$ cat src/rtl/isa_irq_pkg.sv
package isa_irq_pkg;
  // Configuration address map (byte addresses)
  localparam logic [7:0] ADDR_PIRQ_A   = 8'h55;  // pin A route in [7:4]
  localparam logic [7:0] ADDR_PIRQ_BC  = 8'h56;  // pin B in [3:0], pin C in [7:4]
  localparam logic [7:0] ADDR_PIRQ_D   = 8'h57;  // pin D route in [7:4]
  localparam logic [7:0] ADDR_ERR_CLR  = 8'h40;  // write bit 0 = 1 to clear error

  // Functions whose highest legal line is one below the usual top line
  localparam logic [7:0] LOW_LIMIT_FUNCS = 8'b0010_1100; // functions 2, 3, 5

  typedef enum logic [1:0] {
    RT_OFF   = 2'd0,
    RT_LEGAL = 2'd1,
    RT_BAD   = 2'd2
  } route_kind_e;
endpackage

$ cat src/rtl/isa_route_table.sv
module isa_route_table #(
  parameter int NUM_FUNC  = 8,
  parameter int NUM_PIN   = 4,
  parameter int ROUTE_W   = 8,
  parameter int SRC_BITS  = 16,
  parameter int PIRQ_BASE = 8,
  localparam int FUNC_W    = $clog2(NUM_FUNC),
  localparam int PIN_W     = $clog2(NUM_PIN),
  localparam int SRC_IDX_W = $clog2(SRC_BITS)
) (
  input  logic                 clk,
  input  logic                 rst,
  input  logic                 cfg_we,
  input  logic [7:0]           cfg_addr,
  input  logic [ROUTE_W-1:0]   cfg_wdata,
  input  logic [FUNC_W-1:0]    ev_func,
  input  logic [PIN_W-1:0]     ev_pin,
  output logic [ROUTE_W-1:0]   route,
  output logic [SRC_IDX_W-1:0] src_id
);
  import isa_irq_pkg::*;

  logic [ROUTE_W-1:0] fn_route [NUM_FUNC];
  logic [7:0]         pirq_a_q, pirq_bc_q, pirq_d_q;

  // Function 0 has no byte of its own; its slot stays zero
  assign fn_route[0] = '0;

  genvar g;
  generate
    for (g = 1; g < NUM_FUNC; g++) begin : g_fn_reg
      logic [ROUTE_W-1:0] reg_q;
      always_ff @(posedge clk) begin
        if (rst) begin
          reg_q <= '0;
        end else if (cfg_we && cfg_addr == 8'(g)) begin
          reg_q <= cfg_wdata;
        end
      end
      assign fn_route[g] = reg_q;
    end
  endgenerate

  always_ff @(posedge clk) begin
    if (rst) begin
      pirq_a_q  <= '0;
      pirq_bc_q <= '0;
      pirq_d_q  <= '0;
    end else if (cfg_we) begin
      if (cfg_addr == ADDR_PIRQ_A)  pirq_a_q  <= cfg_wdata[7:0];
      if (cfg_addr == ADDR_PIRQ_BC) pirq_bc_q <= cfg_wdata[7:0];
      if (cfg_addr == ADDR_PIRQ_D)  pirq_d_q  <= cfg_wdata[7:0];
    end
  end

  logic [3:0] pin_nib;
  always_comb begin
    case (ev_pin)
      2'd0:    pin_nib = pirq_a_q[7:4];
      2'd1:    pin_nib = pirq_bc_q[3:0];
      2'd2:    pin_nib = pirq_bc_q[7:4];
      default: pin_nib = pirq_d_q[7:4];
    endcase
  end

  always_comb begin
    if (ev_func == '0) begin
      route  = ROUTE_W'(pin_nib);
      src_id = SRC_IDX_W'(PIRQ_BASE) + SRC_IDX_W'(ev_pin);
    end else begin
      route  = fn_route[ev_func];
      src_id = SRC_IDX_W'(ev_func);
    end
  end
endmodule

$ cat src/rtl/isa_route_check.sv
module isa_route_check #(
  parameter int NUM_LINES = 16,
  parameter int NUM_FUNC  = 8,
  parameter int ROUTE_W   = 8,
  parameter int RSVD_LINE = 2,
  localparam int FUNC_W   = $clog2(NUM_FUNC),
  localparam int LINE_W   = $clog2(NUM_LINES)
) (
  input  logic [ROUTE_W-1:0]     route,
  input  logic [FUNC_W-1:0]      ev_func,
  output isa_irq_pkg::route_kind_e kind,
  output logic [LINE_W-1:0]      line
);
  import isa_irq_pkg::*;

  localparam int TOP_LINE = NUM_LINES - 1;

  logic                low_lim;
  logic [ROUTE_W-1:0]  limit;
  logic                off;

  assign low_lim = LOW_LIMIT_FUNCS[ev_func];
  assign limit   = low_lim ? ROUTE_W'(TOP_LINE - 1) : ROUTE_W'(TOP_LINE);
  assign off     = (route == '0) || (route == '1);
  assign line    = route[LINE_W-1:0];

  always_comb begin
    if (off) begin
      kind = RT_OFF;
    end else if (route == ROUTE_W'(RSVD_LINE) || route > limit) begin
      kind = RT_BAD;
    end else begin
      kind = RT_LEGAL;
    end
  end
endmodule

$ cat src/rtl/isa_mask_bank.sv
module isa_mask_bank #(
  parameter int NUM_LINES = 16,
  parameter int SRC_BITS  = 16,
  localparam int LINE_W    = $clog2(NUM_LINES),
  localparam int SRC_IDX_W = $clog2(SRC_BITS)
) (
  input  logic                 clk,
  input  logic                 rst,
  input  logic                 upd,
  input  logic                 apply,
  input  logic [SRC_IDX_W-1:0] src_id,
  input  logic                 level,
  input  logic [LINE_W-1:0]    line,
  output logic [NUM_LINES-1:0] irq_out
);
  logic [SRC_BITS-1:0] src_bit;
  logic [SRC_BITS-1:0] gmask_q, gmask_n;

  assign src_bit = SRC_BITS'(1) << src_id;
  assign gmask_n = level ? (gmask_q | src_bit) : (gmask_q & ~src_bit);

  always_ff @(posedge clk) begin
    if (rst) begin
      gmask_q <= '0;
    end else if (upd) begin
      gmask_q <= gmask_n;
    end
  end

  // Line 0 is the global slot; it never drives an output
  assign irq_out[0] = 1'b0;

  genvar i;
  generate
    for (i = 1; i < NUM_LINES; i++) begin : g_line
      logic [SRC_BITS-1:0] lmask_q, lmask_n;
      logic                irq_q;
      logic                hit;

      assign hit     = upd && apply && (line == LINE_W'(i));
      assign lmask_n = (level ? (lmask_q | src_bit) : (lmask_q & ~src_bit)) & gmask_n;

      always_ff @(posedge clk) begin
        if (rst) begin
          lmask_q <= '0;
          irq_q   <= 1'b0;
        end else if (hit) begin
          lmask_q <= lmask_n;
          irq_q   <= |lmask_n;
        end
      end
      assign irq_out[i] = irq_q;
    end
  endgenerate
endmodule

$ cat src/rtl/isa_irq_router.sv
module isa_irq_router #(
  parameter int NUM_LINES = 16,
  parameter int NUM_FUNC  = 8,
  parameter int NUM_PIN   = 4,
  parameter int SRC_BITS  = 16,
  parameter int PIRQ_BASE = 8,
  parameter int ROUTE_W   = 8,
  localparam int FUNC_W    = $clog2(NUM_FUNC),
  localparam int PIN_W     = $clog2(NUM_PIN),
  localparam int LINE_W    = $clog2(NUM_LINES),
  localparam int SRC_IDX_W = $clog2(SRC_BITS)
) (
  input  logic                 clk,
  input  logic                 rst,
  input  logic                 ev_valid,
  output logic                 ev_ready,
  input  logic [FUNC_W-1:0]    ev_func,
  input  logic [PIN_W-1:0]     ev_pin,
  input  logic                 ev_level,
  input  logic                 cfg_we,
  input  logic [7:0]           cfg_addr,
  input  logic [ROUTE_W-1:0]   cfg_wdata,
  output logic [NUM_LINES-1:0] irq_out,
  output logic                 err_flag,
  output logic [SRC_IDX_W-1:0] err_src
);
  import isa_irq_pkg::*;

  logic                 ready_q;
  logic                 ev_acc;
  logic [ROUTE_W-1:0]   rt_route;
  logic [SRC_IDX_W-1:0] rt_src;
  route_kind_e          rt_kind;
  logic [LINE_W-1:0]    rt_line;
  logic                 err_q;
  logic [SRC_IDX_W-1:0] err_src_q;
  logic                 err_clr;

  always_ff @(posedge clk) begin
    if (rst) ready_q <= 1'b0;
    else     ready_q <= 1'b1;
  end
  assign ev_ready = ready_q;
  assign ev_acc   = ev_valid && ready_q;

  isa_route_table #(
    .NUM_FUNC(NUM_FUNC), .NUM_PIN(NUM_PIN), .ROUTE_W(ROUTE_W),
    .SRC_BITS(SRC_BITS), .PIRQ_BASE(PIRQ_BASE)
  ) u_table (
    .clk(clk), .rst(rst),
    .cfg_we(cfg_we), .cfg_addr(cfg_addr), .cfg_wdata(cfg_wdata),
    .ev_func(ev_func), .ev_pin(ev_pin),
    .route(rt_route), .src_id(rt_src)
  );

  isa_route_check #(
    .NUM_LINES(NUM_LINES), .NUM_FUNC(NUM_FUNC), .ROUTE_W(ROUTE_W)
  ) u_check (
    .route(rt_route), .ev_func(ev_func), .kind(rt_kind), .line(rt_line)
  );

  isa_mask_bank #(
    .NUM_LINES(NUM_LINES), .SRC_BITS(SRC_BITS)
  ) u_masks (
    .clk(clk), .rst(rst),
    .upd(ev_acc), .apply(rt_kind == RT_LEGAL),
    .src_id(rt_src), .level(ev_level), .line(rt_line),
    .irq_out(irq_out)
  );

  assign err_clr = cfg_we && (cfg_addr == ADDR_ERR_CLR) && cfg_wdata[0];

  always_ff @(posedge clk) begin
    if (rst) begin
      err_q     <= 1'b0;
      err_src_q <= '0;
    end else if (ev_acc && rt_kind == RT_BAD) begin
      err_q <= 1'b1;
      if (!err_q) err_src_q <= rt_src;
    end else if (err_clr) begin
      err_q <= 1'b0;
    end
  end
  assign err_flag = err_q;
  assign err_src  = err_src_q;
endmodule

$ cat config.mk
export PLATFORM = sky130hd
export DESIGN_NAME = isa_irq_router
export DESIGN_NICKNAME = d
export VERILOG_FILES = /design/src/rtl/isa_irq_pkg.sv /design/src/rtl/isa_route_table.sv /design/src/rtl/isa_route_check.sv /design/src/rtl/isa_mask_bank.sv /design/src/rtl/isa_irq_router.sv
export SDC_FILE = /design/constraint.sdc
export NUM_CORES = 1
export LEC_CHECK = 0
export ABC_AREA = 1
export BUFFER_PORTS_ARGS = -buffer_cell sky130_fd_sc_hd__buf_4
export CORE_ASPECT_RATIO = 0.75
export CORE_MARGIN = 1
export CORE_UTILIZATION = 40
export DETAILED_ROUTE_END_ITERATION = 10
export PLACE_DENSITY = 0.56
export SLEW_MARGIN = 40
export SYNTH_ARGS = -nofsm -noshare
export SYNTH_HDL_FRONTEND = slang
export SYNTH_SLANG_ARGS = --single-unit
$ cat constraint.sdc
create_clock -name clk -period 2.85 [get_ports clk]
set_clock_uncertainty 0.2 [all_clocks]
set_input_delay 0.57 -clock clk [delete_from_list [all_inputs] [get_ports clk]]
set_output_delay 0.57 -clock clk [all_outputs]
set_load 0.01 [all_outputs]
======== Word level (Yosys, flattened, before mapping) ========
Memories as Yosys holds them, arrays and structs flattened.
Index checks and enable logic that the tools add are counted.
operators by class
  add/subtract/negate cells ............... 1
  multipliers ............................. 0
  divide/modulo/power cells ............... 0
  order comparisons ....................... 3
  eq/ne operators ......................... 32
  shifts and indexed selects .............. 1
  muxes and demuxes ....................... 29
  bitwise logic cells ..................... 50
  reductions and logical operators ........ 52
operators by type and width
  cell                                                 count
  AND 16 bit                                           31
  two-way mux 16 bit                                   16
  OR 16 bit                                            16
  OR reduction 16 bit                                  15
  equality test 4 bit, second input constant           8
  equality test 8 x 3 -> 1 bit, second input constant  4
  equality test 8 x 7 -> 1 bit, second input constant  4
  logical AND 1 bit                                    27
  binary-select mux 8 bit (select 3 bit)               1
  equality test 8 x 2 -> 1 bit, second input constant  3
  two-way mux 8 bit                                    3
  equality test 4 x 3 -> 1 bit, second input constant  4
  NOT 16 bit                                           1
  left shift 1 x 4 -> 16 bit, first input constant     1
  one-hot mux 4 bit (3 select lines)                   1
  equality test 4 x 2 -> 1 bit, second input constant  2
  equality test 8 x 1 -> 1 bit, second input constant  1
  equality test 8 bit, second input constant           1
  > comparator 8 bit                                   1
  zero test 8 bit                                      1
  AND reduction 2 bit                                  4
  two-way mux 1 bit                                    5
  adder 4 x 2 -> 4 bit, first input constant           1
  equality test 2 x 1 -> 1 bit, second input constant  2
  other kinds (12)                                     15
storage, ports and cells
  register bits after elaboration ......... 357
  bits in latches ......................... 0
  memory bits (writable) .................. 0
  memory bits (read-only) ................. 8
  input port bits ......................... 26
  output and inout port bits .............. 22
  word-level logic and storage cells ...... 213
  memories ................................ 1
memory list
  name             depth  bits a word  read ports  clocked after memory_dff  wr ports  line                   text
  (no name shown)  8      1            1           0                         0         isa_route_check.sv:22  assign low_lim = LOW_LIMIT_FUNCS[ev_func];

======== Depth between registers and ports, before layout ========
  depth in word-level cells ............... 12
  gate-level depth with buffers ........... 20
  mapped depth without buffers ............ 17

======== Cells and area by module ========
A second synthesis with hierarchy kept.
second synthesis, totals
  cells, all modules ...................... 2804
  area, all modules ....................... 17646.9 um^2
by module, submodules not included
  module           instances  cells each  area an instance (um^2)
  isa_mask_bank    1          2119        13295.3
  isa_route_table  1          611         3891.2
  isa_irq_router   1          38          270.3
  isa_route_check  1          36          190.2

======== Least setup slack after synthesis ========
Ideal clock, no wire load.
  kind .................................... input to register
  from .................................... input port ev_func[1]
  to ...................................... register u_masks.g_line[7].lmask_q[14]
  setup time .............................. 0.114 ns
  arrival ................................. 2.628 ns
  setup slack ............................. -0.092 ns
  cell stages on the path ................. 17
  cell sequence ........................... buf_6 clkbuf_1 nand3_1 nand3_2 nand2_2 nor2_4 inv_2 ha_1 nor2_1 nand4_1 nand3_4 inv_8 buf_12 nand3_4 buf_4 o21bai_1 inv_1
on the way
  cells in the longest elaborated chain, start to end .. 12
  elaborated cells between the ends (all ways) .. 31
ends and longest elaborated chain
  element                                                             line                   text
  start, declared                                                     isa_irq_router.sv:17   input logic [FUNC_W-1:0] ev_func,
  NOT 3 -> 4 bit (implied by the code)                                isa_route_table.sv:71  route = fn_route[ev_func];
  binary-select mux 8 bit (select 3 bit)                              isa_route_table.sv:71
  two-way mux 8 bit (implied by the code) (2 in a row)                isa_route_table.sv:71
  two-way mux 8 bit                                                   isa_route_table.sv:67  if (ev_func == '0) begin
  > comparator 8 bit or equality test 8 x 2 -> 1 bit (tied branches)  isa_route_check.sv:30  end else if (route == ROUTE_W'(RSVD_LINE) || route > limit) begin
  logical OR 1 bit                                                    isa_route_check.sv:30
  two-way mux 2 bit                                                   isa_route_check.sv:30
  two-way mux 2 bit                                                   isa_route_check.sv:28  if (off) begin
  equality test 2 x 1 -> 1 bit                                        isa_irq_router.sv:66   .upd(ev_acc), .apply(rt_kind == RT_LEGAL),
  logical AND 1 bit (2 in a row)                                      isa_mask_bank.sv:40    assign hit = upd && apply && (line == LINE_W'(i));
  end signal, assigned                                                isa_mask_bank.sv:48    lmask_q <= lmask_n;
  end, declared                                                       isa_mask_bank.sv:36    logic [SRC_BITS-1:0] lmask_q, lmask_n;
Parallel ways exist; a longest one is shown, timed or not. The select of a mux whose other input is x is not followed.
A chain may end at the register's enable or synchronous reset.

======== Worst setup path after layout ========
  from .................................... input port ev_func[0]
  to ...................................... register u_masks.g_line[15].irq_q
on the way
  cells in the longest elaborated chain, start to end .. 12
  elaborated cells between the ends (all ways) .. 32
ends and longest elaborated chain
  element                                                             line                   text
  NOT 3 -> 4 bit (implied by the code)                                isa_route_table.sv:71
  binary-select mux 8 bit (select 3 bit)                              isa_route_table.sv:71
  two-way mux 8 bit (implied by the code) (2 in a row)                isa_route_table.sv:71
  two-way mux 8 bit                                                   isa_route_table.sv:67
  > comparator 8 bit or equality test 8 x 2 -> 1 bit (tied branches)  isa_route_check.sv:30
  logical OR 1 bit                                                    isa_route_check.sv:30
  two-way mux 2 bit                                                   isa_route_check.sv:30
  two-way mux 2 bit                                                   isa_route_check.sv:28
  equality test 2 x 1 -> 1 bit                                        isa_irq_router.sv:66
  logical AND 1 bit (2 in a row)                                      isa_mask_bank.sv:40
  end signal, assigned                                                isa_mask_bank.sv:49    irq_q <= |lmask_n;
  end, declared                                                       isa_mask_bank.sv:37    logic irq_q;
Parallel ways exist; a longest one is shown, timed or not. The select of a mux whose other input is x is not followed.

==> flow_results.org <==
** Clock tree
- No sink is reached through more buffers than the 3 on the longest clock path.
- The number of clock buffers added by TritonCTS is 37.
- CTS built an H-tree with a depth of 2.
- TritonCTS built the clock tree.
- Sink Count :: 333
- At the later pin of the worst-skew pair, clock insertion delay measures 0.54 ns.
- Post-cts hold buffer count :: 0
- Clock edge transition at the registers on the reported setup and hold paths :: 0.06 ns
- In this run the clock root is driven by a clkbuf_16.

** Run status
- Result of the run :: complete, no violations

** Worst setup path
- Worst r2r src :: u_table.pirq_bc_q[2]
- In this run the worst path has a maximum fanout of 11.
- Worst reg2reg setup slack :: 0.30 ns
- Timing startpoint of the critical path :: ev_func[0]
- Worst reg2reg path depth :: 13
- Data on the critical path is required at its endpoint by 3.07 ns.
- The endpoint identified for the worst register-to-register timing path is u_masks.g_line[6].lmask_q[13].
- By startpoint and endpoint, the worst setup path is classified as in2reg.
- Arrival time of data at the critical path endpoint :: 2.81 ns
- The worst setup path is launched from an input pin.
- The critical path ends at u_masks.g_line[15].irq_q.
- The worst setup path is captured at a register.

** Hold path
- Worst hold path startpoint :: rst
- The path class of the tightest hold or removal check is in2reg.

** Global route
- Global routing used 37.1% of the available met1 tracks.
- Gr ovfl total :: 0
- Entering global routing, the biggest net connects 86 pins.
- For met3 alone, demand over resource in global routing was 3.24%.
- The layer flagged by global routing as most heavily used is met2.
- In the global route stage, overall resource usage came out at 24.9%.
- First-pass GRT wire length :: 86.1 mm
- The initial antenna violation count came to 2.
- Met2 layer usage reported by global route :: 37.6%
- Via count of the first global-routing pass :: 15467

** Place
- Post-DP HPWL :: 38.3 mm
- Final GP Congestion :: 0.872
- Worst slack after detailed placement :: -0.334 ns
- Placed cell count :: 3425
- Count of buffers inserted at the top-level ports :: 46
- Placed Instance Area :: 19400 um^2

** Route
- Summed over all layers, the routed wires come to 55.1 mm.
- Violation count after the first detailed-route iteration :: 1491
- In this run the remaining antenna-violating nets after routing total 0.
- Summing over every cut layer, the via total after detailed routing is 16981.
- Dividing the detail-routed wire length by the instance count gives 15.8 um.
- DRC :: 0
- In the routed layout, each cell is associated on average with a via count of 4.86.
- Iteration count of the initial detailed-routing pass :: 8

** STA
- Final Max Slew Viols :: 0
- Part of the cycle the worst path needs :: 91.1%
- In the post-route analysis, the smallest setup slack over all paths is 0.254 ns.
- The clock period could shrink to 2.60 ns.
- Final hold analysis gives a worst-case slack of 0.193 ns.
- Final hold violations :: 0
- Measured against its own limit, the worst slew margin works out to 43.1%.
- Setup repair after global routing missed its margin :: no
- Setup violations remaining at the end of the flow were counted as 0.
- Static timing analysis puts the maximum clock frequency at 0.385 GHz.
- Measured slew at the worst slew-check pin :: 0.852 ns

** Synthesis
- The synthesized design contains 333 register bits.
- The most used flip-flop cell after synthesis is dfxtp_1.
- Summed instance area of the synthesized netlist :: 17300 um^2
- In this run the mean area of a mapped cell was 6.28 um^2.
- Sequential elements use 38.6% of the synthesized area.
- Gate count after technology mapping :: 2749
- Yosys printed 0 warnings.
- Number of flops mapped to enable cells by yosys :: 0
- Syn_nets :: 2776
- Share of synthesized flip-flops with an asynchronous set or reset :: 0%
- Yosys cell types :: 35

** Power
- The analysis attributes to cell leakage a power of 11.3 nW.
- PnR Total Power :: 0.0105 W
- Maximum vdd drop :: 0.411 mV
- The clock network burns 45.2% of the power.
- Net switching is 25.5% of the power.
- Internal power component :: 0.00784 W
- The analysis attributes to net switching a power of 0.00269 W.
- Combinational cells account for 10.1% of the total power.
- Dividing total power by cell area gives a power density of 511 nW/um^2.
- Sequential Power Share :: 44.7%

** Finish
- The multi-input combinational cells in the finished layout cover a total of 7970 um^2.
- Share of cells above drive strength 1 :: 12.8%
- Total number of nets in the final design :: 2922
- Leaving out fill and tap cells, the most frequent cell in the layout is nand2_1.
- For this run, the number of standard cells in the final layout without fillers is 3491.
- Signed area change from the synthesized netlist to the final layout :: 19.4%
- After routing the design area is 20600 um^2.
- In the layout the commonest cells are nand2_1, nor2_1, inv_1.
- Filler cells :: 4233
- Register Area :: 6670 um^2

** Floorplanning
- Height of the die :: 182 um
- For this design the top-level I/O count stands at 48.
- Area enclosed by the die boundary :: 44000 um^2
- Core region area :: 42300 um^2
- Initial core utilization :: 40.8%
- Measured along the x axis, the die boundary spans 242 um.
- Std-Cell Rows :: 65

** Flow run
- Max-cap violations :: 0
through the flow:
step / util [%] / setup TNS (ns)
after floorplan: - / 0
after global placement: 45.9 / -38.12
after detailed placement: 45.9 / -46.72
after CTS: 48.7 / 0
after global routing: 48.7 / 0
final: 48.8 / 0
synth_stat cells, types with 3 or more instances:
library cell / instances / share of area (%)
a21oi_1: 35 / 1.0
nand3_4: 15 / 1.5
nand3_2: 5 / 0.29
nand2_1: 729 / 16
o211ai_1: 3 / 0.13
o2111ai_1: 9 / 0.46
inv_2: 4 / 0.087
nor2_1: 571 / 12
a221o_1: 5 / 0.29
nor2_2: 5 / 0.18
buf_1: 18 / 0.39
o21ai_0: 196 / 5.7
nand3_1: 47 / 1.4
clkbuf_1: 55 / 1.2
o21bai_1: 35 / 1.5
nand2_2: 15 / 0.54
o22ai_1: 5 / 0.18
o21ai_1: 20 / 0.58
buf_2: 32 / 0.93
nand3b_1: 9 / 0.39
inv_1: 454 / 9.9
dfxtp_1: 333 / 39
nand4_1: 72 / 2.6
nor3_1: 17 / 0.49
buf_4: 27 / 1.2
buf_6: 20 / 1.3
timing repair:
| item | in CTS | in global routing |
|---|---|---|
| endpoints found under the setup margin | 0 | 2 |
| gates resized for setup | 0 | 2 |
| setup buffers | 0 | 0 |
cell families after synthesis:
group | share of synthesized area [%]
compound gates | 9.99
flops | 38.6
fa+ha+maj | 0.0725
buf+inv | 15.3
simple gates | 36.0
other cells | 0.0217
flip-flops by register name, indices dropped and copies added, names as in the netlist:
register,flops
err_src,4
u_masks.g_line.irq_q,15
u_table.pirq_a_q,4
u_table.g_fn.reg_q,56
u_table.pirq_bc_q,8
u_masks.gmask_q,16
u_table.pirq_d_q,4
u_masks.g_line.lmask_q,224
err_flag,1
ev_ready,1
layer usage:
metal / vias up / wire length (um)
met4: 0 / 1060
li1: 8608 / -
met1: 7825 / 27500
met2: 474 / 22800
met5: - / 0
met3: 74 / 3740
power groups by stage:
stage	clock (W)	sequential, W	combinational (W)
2_1_floorplan	0	0.00481	0.000566
3_3_place_gp	0	0.00481	0.00104
3_5_place_dp	0	0.00481	0.00104
4_1_cts	0.00486	0.00470	0.00105
5_1_grt	0.00507	0.00470	0.00114
6_report	0.00476	0.00471	0.00106
worst max-delay path: stages:
cell     delay (ns)
buf_4          0.14
buf_4          0.14
nor2_4         0.15
nand2_2        0.13
inv_4          0.08
nand2_2        0.06
nand2_4        0.12
nor2_1         0.10
nand3_1        0.15
nand2_1        0.23
buf_4          0.24
o21ai_1        0.10
nand2_1        0.08
nor3_1         0.19
nand2_1        0.07
nor2_1         0.17
nor2_1         0.07
final cells by class:
class | count | area share [%]
antenna | 1 | 0.0121
clock buffer | 54 | 5.35
clock inverter | 11 | 0.443
inverter | 460 | 8.47
multi-input combinational | 1802 | 38.7
sequential | 333 | 32.3
tap | 569 | 3.45
timing repair buffer | 261 | 11.3
worst min path at each step:
stage	cells after the start	end	slack [ns]
after floorplan	2	u_masks.g_line[2].irq_q	0.20
after global placement	2	u_masks.g_line[2].irq_q	0.22
after detailed placement	2	u_masks.g_line[2].irq_q	0.22
after CTS	4	u_masks.g_line[6].lmask_q[1]	0.17
after global routing	4	u_masks.g_line[6].lmask_q[1]	0.19
final	4	u_masks.g_line[7].lmask_q[7]	0.19
Note: power is estimated with default switching activity, not from simulation.
